$ cat src/rtl/eprom_core_pkg.sv
package eprom_core_pkg;

  localparam int BYTE_W = 8;
  localparam logic [BYTE_W-1:0] ID_CODE_EVEN = 8'hDA;
  localparam logic [BYTE_W-1:0] ID_CODE_ODD  = 8'h01;
  localparam logic [BYTE_W-1:0] ERASED_BYTE  = 8'hFF;

  typedef enum logic [2:0] {
    M_STANDBY,
    M_READ,
    M_IDENT,
    M_VERIFY,
    M_PROG,
    M_ERASE,
    M_HOLD,
    M_ILLEGAL
  } core_mode_e;

endpackage

$ cat src/rtl/eprom_mode_dec.sv
module eprom_mode_dec
  import eprom_core_pkg::*;
(
  input  logic       ce_n,
  input  logic       oe_n,
  input  logic       prog_sup,
  input  logic       erase_sup,
  input  logic       id_hv,
  input  logic       a0,
  output core_mode_e mode
);

  always_comb begin
    if (ce_n) begin
      mode = M_STANDBY;
    end else if (prog_sup && erase_sup) begin
      mode = M_ILLEGAL;
    end else if (!oe_n) begin
      if (prog_sup || erase_sup) mode = M_VERIFY;
      else if (id_hv)            mode = M_IDENT;
      else                       mode = M_READ;
    end else if (erase_sup) begin
      mode = (id_hv && !a0) ? M_ERASE : M_HOLD;
    end else if (prog_sup) begin
      mode = M_PROG;
    end else begin
      mode = M_HOLD;
    end
  end

endmodule

$ cat src/rtl/eprom_strobe_edge.sv
module eprom_strobe_edge (
  input  logic clk,
  input  logic rst_n,
  input  logic pgm_n,
  output logic commit
);

  logic pgm_q;

  always_ff @(posedge clk or negedge rst_n) begin
    if (!rst_n) pgm_q <= 1'b1;
    else        pgm_q <= pgm_n;
  end

  assign commit = pgm_n && !pgm_q;

  // a commit lasts exactly one cycle per strobe
  p_commit_single_r5: assert property (@(posedge clk) disable iff (!rst_n)
    commit |=> !commit);

endmodule

$ cat src/rtl/eprom_cell_array.sv
module eprom_cell_array
  import eprom_core_pkg::*;
#(
  parameter int DEPTH = 64,
  localparam int AW = $clog2(DEPTH)
) (
  input  logic              clk,
  input  logic              rst_n,
  input  logic              prog_we,
  input  logic              erase_we,
  input  logic [AW-1:0]     wa,
  input  logic [BYTE_W-1:0] wdata,
  input  logic [AW-1:0]     ra,
  output logic [BYTE_W-1:0] rdata
);

  logic [BYTE_W-1:0] mem [DEPTH];
  logic [BYTE_W-1:0] old_byte;

  assign old_byte = mem[wa];
  assign rdata    = mem[ra];

  always_ff @(posedge clk or negedge rst_n) begin
    if (!rst_n) begin
      for (int i = 0; i < DEPTH; i++) mem[i] <= ERASED_BYTE;
    end else if (erase_we) begin
      for (int i = 0; i < DEPTH; i++) mem[i] <= ERASED_BYTE;
    end else if (prog_we) begin
      mem[wa] <= old_byte & wdata;
    end
  end

  // programming can only clear bits
  p_prog_and_r6: assert property (@(posedge clk) disable iff (!rst_n)
    prog_we && !erase_we |=> mem[$past(wa)] == ($past(old_byte) & $past(wdata)));

  // erase brings both ends of the array to ones
  p_erase_ones_r7: assert property (@(posedge clk) disable iff (!rst_n)
    erase_we |=> (mem[0] == ERASED_BYTE) && (mem[DEPTH-1] == ERASED_BYTE));

endmodule

$ cat src/rtl/eprom_out_mux.sv
module eprom_out_mux
  import eprom_core_pkg::*;
(
  input  logic              clk,
  input  logic              rst_n,
  input  logic              ce_n,
  input  logic              oe_n,
  input  core_mode_e        mode,
  input  logic              a0,
  input  logic [BYTE_W-1:0] arr_data,
  output logic [BYTE_W-1:0] dout,
  output logic              dout_oe
);

  logic [BYTE_W-1:0] sel_data;

  assign dout_oe  = !ce_n && !oe_n;
  assign sel_data = (mode == M_IDENT) ? (a0 ? ID_CODE_ODD : ID_CODE_EVEN) : arr_data;
  assign dout     = dout_oe ? sel_data : '0;

  // deselected chip never drives
  p_standby_hiz_r3: assert property (@(posedge clk) disable iff (!rst_n)
    (mode == M_STANDBY) |-> !dout_oe && (dout == '0));

  // output select high blocks the bus
  p_oe_hiz_r4: assert property (@(posedge clk) disable iff (!rst_n)
    oe_n |-> !dout_oe);

endmodule

$ cat src/rtl/eprom_core.sv
module eprom_core
  import eprom_core_pkg::*;
#(
  parameter int DEPTH = 64,
  localparam int AW = $clog2(DEPTH)
) (
  input  logic              clk,
  input  logic              rst_n,
  input  logic              ce_n,
  input  logic              oe_n,
  input  logic              pgm_n,
  input  logic [AW-1:0]     addr,
  input  logic [BYTE_W-1:0] din,
  input  logic              prog_supply,
  input  logic              erase_supply,
  input  logic              id_hv,
  output logic [BYTE_W-1:0] dout,
  output logic              dout_oe,
  output logic              supply_err
);

  core_mode_e        mode;
  logic              commit;
  logic              prog_we;
  logic              erase_we;
  logic [BYTE_W-1:0] arr_data;

  eprom_mode_dec u_dec (
    .ce_n      (ce_n),
    .oe_n      (oe_n),
    .prog_sup  (prog_supply),
    .erase_sup (erase_supply),
    .id_hv     (id_hv),
    .a0        (addr[0]),
    .mode      (mode)
  );

  eprom_strobe_edge u_edge (
    .clk    (clk),
    .rst_n  (rst_n),
    .pgm_n  (pgm_n),
    .commit (commit)
  );

  assign prog_we  = commit && (mode == M_PROG);
  assign erase_we = commit && (mode == M_ERASE);

  eprom_cell_array #(.DEPTH(DEPTH)) u_arr (
    .clk      (clk),
    .rst_n    (rst_n),
    .prog_we  (prog_we),
    .erase_we (erase_we),
    .wa       (addr),
    .wdata    (din),
    .ra       (addr),
    .rdata    (arr_data)
  );

  eprom_out_mux u_out (
    .clk      (clk),
    .rst_n    (rst_n),
    .ce_n     (ce_n),
    .oe_n     (oe_n),
    .mode     (mode),
    .a0       (addr[0]),
    .arr_data (arr_data),
    .dout     (dout),
    .dout_oe  (dout_oe)
  );

  always_ff @(posedge clk or negedge rst_n) begin
    if (!rst_n)                          supply_err <= 1'b0;
    else if (commit && mode == M_ILLEGAL) supply_err <= 1'b1;
  end

  // both supplies together never write
  p_both_inhibit_r11: assert property (@(posedge clk) disable iff (!rst_n)
    (prog_supply && erase_supply) |-> !prog_we && !erase_we);

  // error flag is sticky
  p_err_sticky_r11: assert property (@(posedge clk) disable iff (!rst_n)
    supply_err |=> supply_err);

  // deselected chip never writes
  p_ce_inhibit_r3: assert property (@(posedge clk) disable iff (!rst_n)
    ce_n |-> !prog_we && !erase_we);

endmodule

$ cat config.mk
export PLATFORM = sky130hd
export DESIGN_NAME = eprom_core
export DESIGN_NICKNAME = d
export VERILOG_FILES = /design/src/rtl/eprom_core_pkg.sv /design/src/rtl/eprom_mode_dec.sv /design/src/rtl/eprom_strobe_edge.sv /design/src/rtl/eprom_cell_array.sv /design/src/rtl/eprom_out_mux.sv /design/src/rtl/eprom_core.sv
export SDC_FILE = /design/constraint.sdc
export NUM_CORES = 1
export LEC_CHECK = 0
export BUFFER_PORTS_ARGS = -buffer_cell sky130_fd_sc_hd__buf_2
export CORE_ASPECT_RATIO = 0.6
export CORE_MARGIN = 2
export CORE_UTILIZATION = 50
export DETAILED_ROUTE_END_ITERATION = 16
export PLACE_DENSITY = 0.66
export REMOVE_ABC_BUFFERS = 1
export SYNTH_ARGS = -nofsm -noshare
export SYNTH_HDL_FRONTEND = slang
export SYNTH_SLANG_ARGS = --single-unit
$ cat constraint.sdc
create_clock -name clk -period 5.85 [get_ports clk]
set_clock_uncertainty 0.15 [all_clocks]
set_input_delay 1.755 -clock clk [delete_from_list [all_inputs] [get_ports clk]]
set_output_delay 1.755 -clock clk [all_outputs]
set_load 0.05 [all_outputs]
==> reports/metrics.cfg, run 1 <==
[die]
num_rows=62
core_um2=47700
die_width_um=287
boundaryPins=32
initial_core_util_pct=50.5
die_h_um=174
dieArea_um2=50000

[worst_setup_path]
endpoint_kind=primary output
arrival_ps=3960
r2r_cells=5
r2r_slack_ps=2570
worstSetupPathType=input pin to primary output
crit_fanout=10
crit_path_start_kind=input pin
worstReg2RegStart=u_edge.pgm_q$_DFF_PN1_
required_ps=3940
r2r-end=u_arr.mem[412]$_DFFE_PN1P_

[yosys]
synth-seq-cells=514
synth_fa_ha_area_share_pct=0
yosysWarningCount=0
synth_top_family_by_area=compound AO/OA/AOI/OAI gates
async_flop_share_pct=100
synth_top_area_share_pct=56.0
synth-simple-area-share_pct=13.3
ys_seq_area_share_pct=56.1
syn_area_um2=24100
syn_inst=2414
synth-edff-count=0
yosysMostFrequentCell=dfstp_2
ys_top_cells_by_count=dfstp_2 (513), a21oi_1 (495), nor2_1 (355)
synth-main-ff-cell=dfstp_2
ys_types=62
synth_xor_xnor_area_share_pct=0
synth_compound_area_share_pct=22.7
syn_area_per_cell_um2=9.98
muxShareOfSynthArea_pct=3.66
yosys-top-cells-area=dfstp_2 (56%), a21oi_1 (10%), nor2_1 (5.5%)
yosysTopAreaCell=dfstp_2

[clock_tree]
clk_pin_slew_worst_paths_ps=70
cts_made_buffers=50
cts_buffer_depth=3
cts.htree.levels=2
cts_tree=yes
clockRootBuffer=clkbuf_16
clkSinkCount=514
clock_latency_ps=600
cts_hold_buf=0

[power_and_ir_drop]
ir_worst_vdd_v=0.000242
p_leak_uw=0.0114
p_per_area_nw_per_um2=395

[grt]
use_met1_pct=58.0
grtUsageMet3_pct=14.1
antenna_found_initial=2
grt_max_degree=112
grt_remaining_overflow=0
use_met2_pct=52.1
grt.total_usage_pct=38.9
grt_pass1_wl_um=143000
grt_most_used_layer=met1
grt_pass1_vias=21100

[cells_and_area]
diodes=0
fin_area_um2=29900
nFillCells=3872
area_delta_synth_final_pct=24.0
layout.nets=2679
drive_above_1_share_pct=42.6

[timing]
worstMarginPinSlew_ps=1260
fmax_mhz=171
rsz0062_at_grt=yes
finalSetupViolCount=3
timing.final.crit_share_pct=100
hold_violations=0
final_max_slew_viol_count=0
max-slew-margin-rel_pct=15.9
layout_setup_ws_ps=-13.1
fin_crit_ps=5860

[route]
drtIter0Drc=3032
vias=22300
routed_wl_um=98300
via_per_inst=6.67
drc_errors=0
dr.pass1.iters=6
drtAntennaViolNets=0
routedWlPerCell_um=29.5

[job]
maxCapViolCount=0

[outcome]
status=complete, but fails checks
violations=setup timing

[placement]
gp_congestion=0.995
place_ws_ps=-461
place_area_um2=27100
portBuffers=31
dp_hpwl_um=67300

[hold_path]
hp-class=flop to flop
holdPathEnd=supply_err$_DFFE_PN0P_
min-delay-start=supply_err$_DFFE_PN0P_
hold_depth=1

[critical path: stages]
cell and delay, ps:
buf_2 150, buf_12 150, nand3b_1 260, buf_4 350
o22ai_1 150, nor3_1 410, buf_4 210, o22ai_2 70
nor2_2 170, o21ai_1 100, buf_6 160
[through the flow]
stage / setup TNS (ps) / hold WS [ps] / utilization (%) / total power (uW) / cells
final: -28.7 / 320 / 62.6 / 11800 / 3338
after CTS: -258 / 322 / 61.5 / 11700 / 3328
after floorplan: -1268200 / 328 / - / 6880 / 2223
after detailed placement: -1980 / 307 / 56.8 / 8000 / 3223
after global routing: -153 / 349 / 62.6 / 12300 / 3338
after global placement: -2190 / 294 / 56.8 / 7870 / 3223
[sequential cells by signal, indices dropped and copies added, names as in the netlist]
name	cells
u_arr.mem	512
supply_err	1
u_edge.pgm_q	1
[where the power goes]
part           total (uW)  internal (uW)  switching [uW]
clock                3610           2110            1500
combinational        2430           1050            1380
sequential           5760           5120             645
total               11800           8280            3520
[logic make-up (layout without fill, tap and decap cells)]
group           count (synthesis)  after routing
compound gates                915            915
simple gates                  733            734
flops                         514            514
buf+inv                       193            476
mux                            59             59
[cell type report]
class                           instances  area (um2)  area share [%]
Timing Repair Buffer                  381        3490            11.7
Multi-Input combinational cell       1708       10200            34.3
Clock buffer                           61        1360            4.57
Clock inverter                         32         437            1.46
Inverter                                2        12.5          0.0419
Sequential cell                       514       13500            45.2
Tap cell                              640         801            2.68
[how the worst max path moves through the flow]
stage	from	endpoint	slack, ps	cells past startpoint
floorplan	prog_supply	u_arr.mem[100]$_DFFE_PN1P_	-5120	6
global placement	addr[2]	dout[1]	-460	13
detailed placement	addr[2]	dout[1]	-460	13
CTS	addr[0]	dout[4]	-140	11
global route	addr[0]	dout[1]	-70	14
finish	addr[5]	dout[0]	-10	11
[cell usage in the layout (no fill, tap or decap), drive strengths merged, types with 14 or more instances in the layout]
master	count
a221oi	32
o22ai	48
buf	379
a21oi	506
nor2	355
mux2i	24
dfstp	513
nand2	90
nor3	233
mux4	22
clkbuf	62
a22oi	133
o21ai	125
clkinv	14
[routing by layer]
layer / part of all wire, % / up-vias
li1: - / 9348
met1: 42 / 11200
met2: 41 / 1490
met3: 14 / 214
met4: 3.4 / 6
met5: 0.11 / -
[repair_timing]
action / in CTS / in global routing
hold endpoints to repair: 0 / 0
endpoints found under the setup margin: 8 / 8
resized for setup: 76 / 89
buffers inserted: 11 / 13
cloned: 2 / 1
pin swaps: 20 / 37
(Power assumes the default switching activity.)
==> run 2: changes to the inputs <==
- GPL_TIMING_DRIVEN: unset -> 0
- clock period: 5.85 -> 5.5 ns (I/O delays scaled with it)
==> run 2 against run 1 <==
Critical endpoint is now dout[1]. Non-clock buffer count down 168. The run ends with capacitance limit, slew limit, setup timing left. Critical path depth down 1. Wire length up 0.46%. Worst hold slack better by 7.1 ps. Global-route usage down 0.37 points. Critical path type unchanged. Die area unchanged.
==> reports/metrics.cfg, run 2 (synthesis gave the netlist of run 1 again) <==
[power_and_ir_drop]
clkPwrFrac_pct=29.3  ; was 30.6%
p_leak_uw=0.0109  ; was 0.0114 uW
p_sw_uw=3680  ; was 3520 uW
combPwrFrac_pct=21.6  ; was 20.6%
p_seq_share_pct=49.1  ; was 48.8%
ir_worst_vdd_v=0.000251  ; was 0.000242 V
switching_share_pct=29.9  ; was 29.8%
p_per_area_nw_per_um2=419  ; was 395 nW/um2
p_int_uw=8620  ; was 8280 uW

[clock_tree]
cts_buffer_depth=3  ; unchanged
clk_pin_slew_worst_paths_ps=60  ; was 70 ps
cts.htree.levels=2  ; unchanged
cts_tree=yes  ; unchanged
cts_made_buffers=48  ; was 50
clkSinkCount=514  ; unchanged
clock_latency_ps=590  ; was 600 ps
clockRootBuffer=clkbuf_16  ; unchanged
cts_hold_buf=0  ; unchanged

[hold_path]
hold_depth=1  ; unchanged
hp-class=flop to flop  ; unchanged
holdPathEnd=supply_err$_DFFE_PN0P_  ; unchanged
min-delay-start=supply_err$_DFFE_PN0P_  ; unchanged

[worst_setup_path]
arrival_ps=4210  ; was 3960 ps
r2r_slack_ps=1320  ; was 2570 ps
crit_fanout=16  ; was 10
crit_path_start_kind=input pin  ; unchanged
r2r_cells=19  ; was 5
r2r-end=u_arr.mem[22]$_DFFE_PN1P_  ; was u_arr.mem[412]$_DFFE_PN1P_
required_ps=3700  ; was 3940 ps
worstReg2RegStart=u_arr.mem[430]$_DFFE_PN1P_  ; was u_edge.pgm_q$_DFF_PN1_
endpoint_kind=primary output  ; unchanged
worstSetupPathType=input pin to primary output  ; unchanged

[timing]
fin_crit_ps=6010
hold_violations=0  ; unchanged
finalSetupViolCount=8  ; was 3
rsz0062_at_grt=yes  ; unchanged
layout_setup_ws_ps=-513  ; was -13.1 ps
timing.final.crit_share_pct=109
max-slew-margin-rel_pct=-9.16  ; was 15.9%
final_max_slew_viol_count=10  ; was 0
fmax_mhz=166
holdWs_ps=327  ; was 320 ps
worstMarginPinSlew_ps=1630  ; was 1260 ps

[cells_and_area]
largest_reg_flops=512  ; unchanged
most-common-layout-cells=dfstp_2 (513), a21oi_1 (494), nor2_1 (346)  ; unchanged
finish.utilization_pct=61.5  ; was 62.6%
top_regs=u_arr.mem x512, supply_err x1, u_edge.pgm_q x1  ; unchanged
area_delta_synth_final_pct=21.8  ; was 24.0%
layout.cells.most_common=dfstp_2  ; unchanged
nFillCells=3761  ; was 3872
drive_above_1_share_pct=39.6  ; was 42.6%
regMostFlops=u_arr.mem  ; unchanged
multi_input_area_um2=10500  ; was 10200 um2
layout.nets=2515  ; was 2679
regArea_um2=13500  ; unchanged

[route]
dr.pass1.iters=9  ; was 6
drc_errors=0  ; unchanged
drtIter0Drc=3568  ; was 3032
routedWlPerCell_um=31.1  ; was 29.5 um
via_per_inst=7.08  ; was 6.67
drtAntennaViolNets=0  ; unchanged
routed_wl_um=98800  ; was 98300 um
vias=22500  ; was 22300

[die]
boundaryPins=32  ; unchanged
die_width_um=287  ; unchanged
num_rows=62  ; unchanged
core_um2=47700  ; unchanged
dieArea_um2=50000  ; unchanged
initial_core_util_pct=50.5  ; unchanged
die_h_um=174  ; unchanged

[placement]
dp_hpwl_um=57100  ; was 67300 um
gp_congestion=0.951  ; was 0.995
portBuffers=31  ; unchanged

[job]
maxCapViolCount=1  ; was 0

[grt]
grt_max_degree=134  ; was 112
antenna_found_initial=2  ; unchanged
grt_remaining_overflow=0  ; unchanged
grt_pass1_vias=20700  ; was 21100
grt.total_usage_pct=38.5  ; was 38.9%
grt_pass1_wl_um=142000  ; was 143000 um

[outcome]
violations=capacitance limit, slew limit, setup timing  ; was setup timing
status=complete, but fails checks  ; unchanged

-- run 2: changes by cell type in the layout (fill, tap and decap cells not counted), moves of 7 or more --
cell	change
buf_12	-7
buf_16	+22
buf_4	-185
buf_6	-7
bufinv_16	-7
clkbuf_8	+16
clkinv_2	-7
-- run 2: worst max-delay path by stage --
stage	slack, ps	cells after the start	endpoint	startpoint
floorplan	-5370	6	u_arr.mem[100]$_DFFE_PN1P_	prog_supply
global placement	-13780	7	u_arr.mem[52]$_DFFE_PN1P_	addr[0]
detailed placement	-1980	10	dout[3]	addr[1]
CTS	-440	11	dout[4]	addr[1]
global route	-480	10	dout[1]	addr[2]
finish	-510	10	dout[1]	addr[2]
-- run 2: timing repair --
action | in CTS | in global routing
endpoints found under the setup margin | 99 | 24
gates cloned | 18 | 3
setup buffers | 87 | 31
gates resized for setup | 159 | 37
pin swaps | 41 | 35
-- run 2: layout make-up --
type	instances	area share, %
Sequential cell	514	46.0
Clock inverter	15	0.572
Timing Repair inverter	1	0.0384
Clock buffer	73	5.20
Antenna cell	2	0.0171
Inverter	2	0.171
Tap cell	640	2.73
Timing Repair Buffer	213	9.41
Multi-Input combinational cell	1713	35.8
-- run 2: critical path, cell delays in order --
cell,delay (ps)
buf_16,150
bufbuf_16,330
and2_4,180
a22oi_2,420
o32ai_4,210
a311oi_1,370
nand4b_1,250
nor3_2,310
a21oi_1,100
buf_4,210
-- run 2: per-layer routing --
metal / track usage (%) / up-vias / wire, um / share of wire (%)
met2: 50.9 / 1825 / 38800 / 39
met3: 18.1 / 382 / 16600 / 17
met4: 16.5 / 4 / 5300 / 5.4
met5: 2.02 / - / 201 / 0.20
met1: 53.3 / 11200 / 37800 / 38
li1: - / 9031 / - / -
-- run 2: power groups by stage --
stage	Sequential [uW]	Combinational, uW	Clock, uW
2_1_floorplan	5840	1480	0
3_3_place_gp	5970	2110	0
3_5_place_dp	6000	2250	0
4_1_cts	5980	2500	3590
5_1_grt	6120	2830	3770
6_report	6030	2660	3600
-- run 2: stage by stage --
| step | cells | setup slack, ps | power [uW] | setup TNS [ps] | cell area [um2] |
|---|---|---|---|---|---|
| 4_1_cts | 3136 | -440 | 12100 | -2150 | 28800 |
| 3_3_place_gp | 2894 | -13780 | 8070 | -7000010 | 24000 |
| 6_report | 3173 | -513 | 12300 | -3160 | 29300 |
| 5_1_grt | 3172 | -480 | 12700 | -2960 | 29300 |
| 3_5_place_dp | 2943 | -1980 | 8250 | -230580 | 25200 |
| 2_1_floorplan | 2223 | -5370 | 7320 | -1332040 | 23100 |
